$ cat config.mk
export PLATFORM = sky130hd
export DESIGN_NAME = atomic_bitop_bridge
export DESIGN_NICKNAME = d
export VERILOG_FILES = /design/src/rtl/abb_pkg.sv /design/src/rtl/abb_decode.sv /design/src/rtl/abb_alu.sv /design/src/rtl/atomic_bitop_bridge.sv
export SDC_FILE = /design/constraint.sdc
export NUM_CORES = 1
export LEC_CHECK = 0
export BUFFER_PORTS_ARGS = -buffer_cell sky130_fd_sc_hd__buf_2
export CAP_MARGIN = 30
export CORE_MARGIN = 4
export CORE_UTILIZATION = 30
export DETAILED_ROUTE_END_ITERATION = 16
export SLEW_MARGIN = 20
export SYNTH_ARGS = -nofsm -noshare
export SYNTH_HDL_FRONTEND = slang
export SYNTH_SLANG_ARGS = --single-unit
$ cat constraint.sdc
create_clock -name clk -period 6.2 [get_ports clk]
set_input_delay 0.62 -clock clk [delete_from_list [all_inputs] [get_ports clk]]
set_output_delay 0.62 -clock clk [all_outputs]
set_load 0.005 [all_outputs]
$ cat src/rtl/abb_pkg.sv
package abb_pkg;
  localparam int DW       = 32;
  localparam int AW       = 32;
  localparam int TAG_LSB  = 29;
  localparam int OP_LSB   = 26;
  localparam int POS_LSB  = 19;
  localparam int POS_W    = 5;
  localparam int WID_LSB  = 15;
  localparam int WID_W    = 4;
  localparam int FLD_W    = WID_W + 1;

  typedef enum logic [2:0] {
    OP_NONE = 3'd0, OP_AND = 3'd1, OP_OR = 3'd2, OP_XOR = 3'd3,
    OP_INS  = 3'd4, OP_EXT = 3'd5, OP_LCLR = 3'd6, OP_LSET = 3'd7
  } op_e;

  typedef enum logic [2:0] {
    S_IDLE, S_RDA, S_RDD, S_WRA, S_WRD, S_DONE, S_ERR
  } st_e;
endpackage

$ cat src/rtl/abb_decode.sv
module abb_decode import abb_pkg::*; #(
  parameter logic [2:0] TAG = 3'b010
) (
  input  logic [AW-1:0]    addr,
  input  logic             wr,
  output logic             dec,
  output op_e              op,
  output logic             bad_dir,
  output logic             need_wr,
  output logic [AW-1:0]    clean,
  output logic [POS_W-1:0] pos,
  output logic [FLD_W-1:0] wid
);
  logic store_op;

  always_comb begin
    op       = op_e'(addr[OP_LSB +: 3]);
    dec      = (addr[TAG_LSB +: 3] == TAG) && (op != OP_NONE);
    store_op = (op == OP_AND) || (op == OP_OR) || (op == OP_XOR) || (op == OP_INS);
    bad_dir  = dec && (wr != store_op);
    need_wr  = (op != OP_EXT);
    pos      = addr[POS_LSB +: POS_W];
    wid      = {1'b0, addr[WID_LSB +: WID_W]} + FLD_W'(1);
    clean    = addr;
    if (op == OP_INS || op == OP_EXT || op == OP_LCLR || op == OP_LSET)
      clean[TAG_LSB-1:WID_LSB] = '0;
    else
      clean[TAG_LSB-1:OP_LSB] = '0;
  end

  // decoration code never reaches the downstream address
  always_comb begin
    if (dec) p_clean_code_r3: assert (clean[TAG_LSB-1:OP_LSB] == 3'd0);
  end
endmodule

$ cat src/rtl/abb_alu.sv
module abb_alu import abb_pkg::*; (
  input  op_e              op,
  input  logic [POS_W-1:0] pos,
  input  logic [FLD_W-1:0] wid,
  input  logic [1:0]       size,
  input  logic [1:0]       off,
  input  logic [DW-1:0]    old,
  input  logic [DW-1:0]    wdata,
  output logic [DW-1:0]    new_word,
  output logic [DW-1:0]    ld_res
);
  logic [DW-1:0] lanes, fmask, fm, bm;

  always_comb begin
    case (size)
      2'd0:    lanes = DW'(32'h0000_00FF) << {off, 3'b000};
      2'd1:    lanes = DW'(32'h0000_FFFF) << {off[1], 4'b0000};
      default: lanes = '1;
    endcase
    fmask = ((DW'(1) << wid) - DW'(1)) << pos;
    fm    = fmask & lanes;
    bm    = (DW'(1) << pos) & lanes;
    ld_res = '0;
    case (op)
      OP_AND:  new_word = old & (wdata | ~lanes);
      OP_OR:   new_word = old | (wdata & lanes);
      OP_XOR:  new_word = old ^ (wdata & lanes);
      OP_INS:  new_word = (old & ~fm) | ((wdata << pos) & fm);
      OP_LCLR: begin new_word = old & ~bm; ld_res = {{(DW-1){1'b0}}, old[pos]}; end
      OP_LSET: begin new_word = old | bm;  ld_res = {{(DW-1){1'b0}}, old[pos]}; end
      OP_EXT:  begin new_word = old;       ld_res = (old & fm) >> pos; end
      default: new_word = old;
    endcase
  end

  // an extracted field never spills above its width
  always_comb begin
    if (op == OP_EXT) p_ext_width_r5: assert ((ld_res >> wid) == '0);
  end
endmodule

$ cat src/rtl/atomic_bitop_bridge.sv
module atomic_bitop_bridge import abb_pkg::*; #(
  parameter logic [2:0] DEC_TAG = 3'b010
) (
  input  logic          clk,
  input  logic          rst_n,
  input  logic          up_req,
  input  logic [31:0]   up_addr,
  input  logic          up_write,
  input  logic [1:0]    up_size,
  input  logic [31:0]   up_wdata,
  output logic [31:0]   up_rdata,
  output logic          up_ready,
  output logic          up_err,
  output logic          dn_valid,
  output logic [31:0]   dn_addr,
  output logic          dn_write,
  output logic [1:0]    dn_size,
  output logic [31:0]   dn_wdata,
  input  logic [31:0]   dn_rdata,
  input  logic          dn_ready,
  input  logic          dn_err
);
  st_e              st, nxt;
  logic             dec, bad_dir, need_wr, accept, pass;
  op_e              op, op_q;
  logic [AW-1:0]    clean, caddr_q, hold_addr;
  logic [POS_W-1:0] pos, pos_q;
  logic [FLD_W-1:0] wid, wid_q;
  logic [1:0]       size_q, off_q, hold_size;
  logic             need_q, hold_wr;
  logic [DW-1:0]    wd_q, rd_q, new_word, ld_res;

  abb_decode #(.TAG(DEC_TAG)) u_dec (
    .addr(up_addr), .wr(up_write), .dec(dec), .op(op), .bad_dir(bad_dir),
    .need_wr(need_wr), .clean(clean), .pos(pos), .wid(wid)
  );

  abb_alu u_alu (
    .op(op_q), .pos(pos_q), .wid(wid_q), .size(size_q), .off(off_q),
    .old(rd_q), .wdata(wd_q), .new_word(new_word), .ld_res(ld_res)
  );

  // Output steering: open states pass plain traffic, busy states own the bus
  always_comb begin
    dn_valid = 1'b0;
    dn_addr  = hold_addr;
    dn_write = hold_wr;
    dn_size  = hold_size;
    dn_wdata = up_wdata;
    up_ready = 1'b0;
    up_rdata = '0;
    up_err   = 1'b0;
    case (st)
      S_IDLE: begin up_ready = dn_ready; up_rdata = dn_rdata; up_err = dn_err; end
      S_DONE: begin up_ready = 1'b1; up_rdata = ld_res; end
      S_ERR:  begin up_ready = 1'b1; up_err = 1'b1; end
      S_RDA:  begin dn_valid = 1'b1; dn_addr = caddr_q; dn_write = 1'b0; dn_size = size_q; end
      S_WRA:  begin dn_valid = 1'b1; dn_addr = caddr_q; dn_write = 1'b1; dn_size = size_q; end
      S_WRD:  dn_wdata = new_word;
      default: ;
    endcase
    pass = (st == S_IDLE || st == S_DONE || st == S_ERR) && up_req && !dec;
    if (pass) begin
      dn_valid = 1'b1;
      dn_addr  = up_addr;
      dn_write = up_write;
      dn_size  = up_size;
    end
    accept = up_req && up_ready;
  end

  always_comb begin
    nxt = st;
    case (st)
      S_RDA: if (dn_ready) nxt = S_RDD;
      S_RDD: if (dn_ready) nxt = dn_err ? S_ERR : (need_q ? S_WRA : S_DONE);
      S_WRA: if (dn_ready) nxt = S_WRD;
      S_WRD: if (dn_ready) nxt = dn_err ? S_ERR : S_DONE;
      default: nxt = (accept && dec) ? (bad_dir ? S_ERR : S_RDA) : S_IDLE;
    endcase
  end

  always_ff @(posedge clk) begin
    if (!rst_n) begin
      st        <= S_IDLE;
      hold_addr <= '0;
      hold_wr   <= 1'b0;
      hold_size <= '0;
    end else begin
      st <= nxt;
      if (dn_valid) begin
        hold_addr <= dn_addr;
        hold_wr   <= dn_write;
        hold_size <= dn_size;
      end
    end
  end

  always_ff @(posedge clk) begin
    if (accept && dec) begin
      op_q    <= op;
      pos_q   <= pos;
      wid_q   <= wid;
      size_q  <= up_size;
      off_q   <= up_addr[1:0];
      caddr_q <= clean;
      need_q  <= need_wr;
    end
    if (st == S_RDA) wd_q <= up_wdata;
    if (st == S_RDD && dn_ready) rd_q <= dn_rdata;
  end

  // a valid decorated access stalls the following cycle
  p_dec_stall_r4: assert property (@(posedge clk) disable iff (!rst_n)
    (accept && dec && !bad_dir) |=> !up_ready);
  // the write half only ever follows the read half
  p_wr_after_rd_r4: assert property (@(posedge clk) disable iff (!rst_n)
    (st == S_WRA) |-> ($past(st) == S_RDD || $past(st) == S_WRA));
  // a read-side error is answered next cycle
  p_rd_err_r10: assert property (@(posedge clk) disable iff (!rst_n)
    (st == S_RDD && dn_ready && dn_err) |=> (up_err && up_ready));
  // a mismatched access never reaches downstream
  p_bad_dir_r12: assert property (@(posedge clk) disable iff (!rst_n)
    (accept && bad_dir) |-> (!dn_valid ##1 up_err));
  // idle downstream bus keeps its address
  p_idle_hold_r13: assert property (@(posedge clk) disable iff (!rst_n)
    !dn_valid |-> $stable(dn_addr));
endmodule

==> results.sh <==
export IMPL_status="complete, no violations"
export IMPL_io_buffer_count=205
export IMPL_critPathCaptureType="output port"
export IMPL_pin_count=206
export IMPL_drive_above_1_share_pct=20.2
export IMPL_overflow=0
export IMPL_grt_start_max_net_pins=68
export IMPL_ys_flop_type="edfxtp_1"
export IMPL_cts_made_buffers=17
export IMPL_initial_core_util_pct=30.4
export IMPL_post_route_period_util_pct=96.2
export IMPL_syn_to_final_growth_pct=16.4
export IMPL_r2r_cells=10
export IMPL_crit_family="compound AO/OA/AOI/OAI gates"
export IMPL_max_cap_violations=0
export IMPL_crit_slowest_cell="o311ai_1"
export IMPL_max_stage_delay_ps=530
export IMPL_synth_seq_cells=147
export IMPL_root_buffer="clkbuf_16"
export IMPL_whs_ps=323
export IMPL_placedCellCount=2865
export IMPL_h_tree_depth=4
export IMPL_ys_async_sr_fraction_pct=0
export IMPL_hold_depth=1
export IMPL_min_path_type="in2reg"
export IMPL_fin_crit_ps=5960
export IMPL_yosysSeqAreaShare_pct=25.8
export IMPL_timing_rr_end="hold_addr[23]"
export IMPL_irDropWorstVdd_v=0.000217
export IMPL_grt_use_total_pct=30.0
export IMPL_pre_cts_slack_ps=543
export IMPL_hold_start="up_wdata[16]"
export IMPL_fmax_mhz=168
export IMPL_required_ps=5580
export IMPL_rsz0062_at_grt="false"
export IMPL_grt_pass1_wl_um=126000
export IMPL_drc_errors=0
export IMPL_cp_cell_sequence="nor2_1 > buf_4 > and2_1 > inv_1 > ha_1 > buf_4 > or3_4 > o31a_1 > a221oi_2 > nor2_1 > o311ai_1 > a21o_2 > a32o_1 > o22ai_1 > mux4_2 > o21bai_1 > buf_2"
export IMPL_cellPowerDensity_nw_per_um2=217
export IMPL_tritoncts="built"
export IMPL_hold_violations=0
export IMPL_clk_latency_ps=480
export IMPL_avgSynthCellArea_sq_um=7.52
export IMPL_yosys_warnings=0
export IMPL_leakage_nw=6.73
export IMPL_worst_pin_slew_ps=1040
export IMPL_r2r_start="st[1]"
export IMPL_timing_critical_path_buf_inv=4
export IMPL_die_area_sq_um=55700
export IMPL_cp_max_fo=7
export IMPL_die_y_um=236
export IMPL_die_x_um=236
export IMPL_syn_inst=2076
export IMPL_relSlewSlack_pct=30.9
export IMPL_worst_slack_ps=238
export IMPL_clockBufferDepth=2
export IMPL_setup_tns_ps=0
export IMPL_finalNonFillerCells=2899
export IMPL_slew_viol_final=0
export IMPL_drt_iter0_drc=2582
export IMPL_layout_nets=2311
export IMPL_finalClockSkew_ps=19.1
export IMPL_synth_nets=2182
export IMPL_finalSetupViolations=0
export IMPL_wl_per_cell_um=30.2
export IMPL_globalplace_congestion=1.03
export IMPL_grt_pass1_vias=18000
export IMPL_hold_end="wd_q[16]"
export IMPL_antenna_found_initial=3
export IMPL_vias_per_cell=6.62
export IMPL_path_clk_slew_ps=80
export IMPL_cts_sinks=147
export IMPL_drt_total_wl_um=87500
export IMPL_postCtsSetupRepairBufs=0
export IMPL_syn_area_sq_um=15600
export IMPL_rows=83
export IMPL_vias=19200
export IMPL_crit_type="reg2out"
export IMPL_core_area_sq_um=51400
export IMPL_p_total_mw=3.95
export IMPL_regToRegSetupSlack_ps=3340
export IMPL_ant_nets=0
export IMPL_start_kind="flop"
export IMPL_synth_edf_count=109
export IMPL_ys_types=98
export IMPL_critPathArrivalTime_ps=5340
export IMPL_hpwl_um=64800
export IMPL_first_pass_iters=8
-- placed cells by master (no fill, tap or decap), types with 10 or more instances in the layout --
cell type / count
nor3_1: 63
mux4_2: 27
nand4_1: 12
a32oi_1: 28
o221ai_1: 15
a21o_1: 11
a211o_1: 14
o22ai_1: 34
nand3_1: 71
mux2i_1: 49
o211ai_1: 57
or3_1: 18
inv_1: 23
buf_4: 91
nand2b_1: 41
nor2_1: 139
mux2_2: 14
o31ai_1: 16
nor2b_1: 27
and2_1: 24
dfxtp_1: 38
a211oi_1: 22
clkbuf_16: 17
o2111ai_1: 16
o21ai_0: 165
nand2_1: 305
and3_1: 14
or2_2: 11
edfxtp_1: 109
nor4_1: 10
buf_2: 205
a22oi_1: 38
a21oi_1: 199
a31oi_1: 46
-- how the worst max path moves through the flow --
| stage | from | endpoint | cells after the start |
|---|---|---|---|
| 5_1_grt | wid_q[2] | up_rdata[0] | 16 |
| 3_3_place_gp | wid_q[2] | up_rdata[3] | 16 |
| 4_1_cts | wid_q[2] | up_rdata[3] | 16 |
| 3_5_place_dp | wid_q[2] | up_rdata[3] | 16 |
| 6_report | wid_q[3] | up_rdata[3] | 17 |
| 2_1_floorplan | wid_q[0] | up_rdata[4] | 17 |
-- power breakdown --
part	internal [mW]	switching (mW)	leakage, nW	total, mW
registers	1.18	0.221	1.30	1.40
clock network	0.542	0.528	0.293	1.07
logic	0.561	0.917	5.14	1.48
total	2.28	1.67	6.73	3.95
-- worst register-to-register path, stage by stage (launching register included) --
cell      delay (ps)
dfxtp_1          810
nor2b_1          250
nand2b_1         140
a21oi_1           80
nor3b_2          200
buf_4            410
nor2_2           130
inv_1            110
buf_4            330
o21ai_0          140
a21oi_1          170
-- sequential cells by signal (all words and copies together), names as in the netlist, 3 cells and up --
name       cells
st             3
wid_q          5
pos_q          5
caddr_q       28
hold_addr     32
wd_q          32
op_q           3
rd_q          32
-- through the flow --
step | util [%] | area (sq um)
floorplan | - | 15600
global placement | 33.9 | 17400
detailed placement | 34.0 | 17500
CTS | 35.2 | 18100
global route | 35.3 | 18200
finish | 35.3 | 18200
-- synth_stat cells (27+ instances only) --
library cell,instances,area [sq um]
nand2_1,306,1150
a21oi_1,200,1000
o21ai_0,167,836
nor2_1,145,544
clkbuf_1,117,439
edfxtp_1,109,3270
nand3_1,71,355
nor3_1,68,340
o211ai_1,57,428
mux2i_1,49,490
a31oi_1,47,294
nand2b_1,41,257
a22oi_1,38,285
dfxtp_1,38,761
buf_2,34,170
o22ai_1,34,213
a32oi_1,29,254
nor2b_1,28,175
mux4_2,27,608
-- logic make-up after synthesis --
family	synth area share (%)
AO/OA/AOI/OAI	35.1
XOR/XNOR	0.449
adder cells (fa/ha/maj)	0.160
buffers and inverters	6.07
flip-flops	25.8
multiplexers	8.05
AND/OR/NAND/NOR	24.3
-- per-layer routing --
metal	share of wire (%)	global-route usage [%]
met4	5.0	12.7
met5	0	0
met1	40	40.1
met3	12	8.51
met2	43	45.4
-- cell type report --
cell class / count / area, sq um
Antenna cell: 1 / 2.50
Timing Repair Buffer: 302 / 1820
Tap cell: 680 / 851
Fill cell: 5444 / 33200
Clock inverter: 15 / 174
Multi-Input combinational cell: 1711 / 10800
Sequential cell: 147 / 4030
Inverter: 26 / 97.6
Clock buffer: 17 / 425
-- what timing repair did --
action / CTS / global route
endpoints found under the setup margin: 0 / 28
hold endpoints to repair: 0 / 0
hold buffers: 0 / 0
resized for setup: 0 / 17
Note: power is estimated with default switching activity, not from simulation.
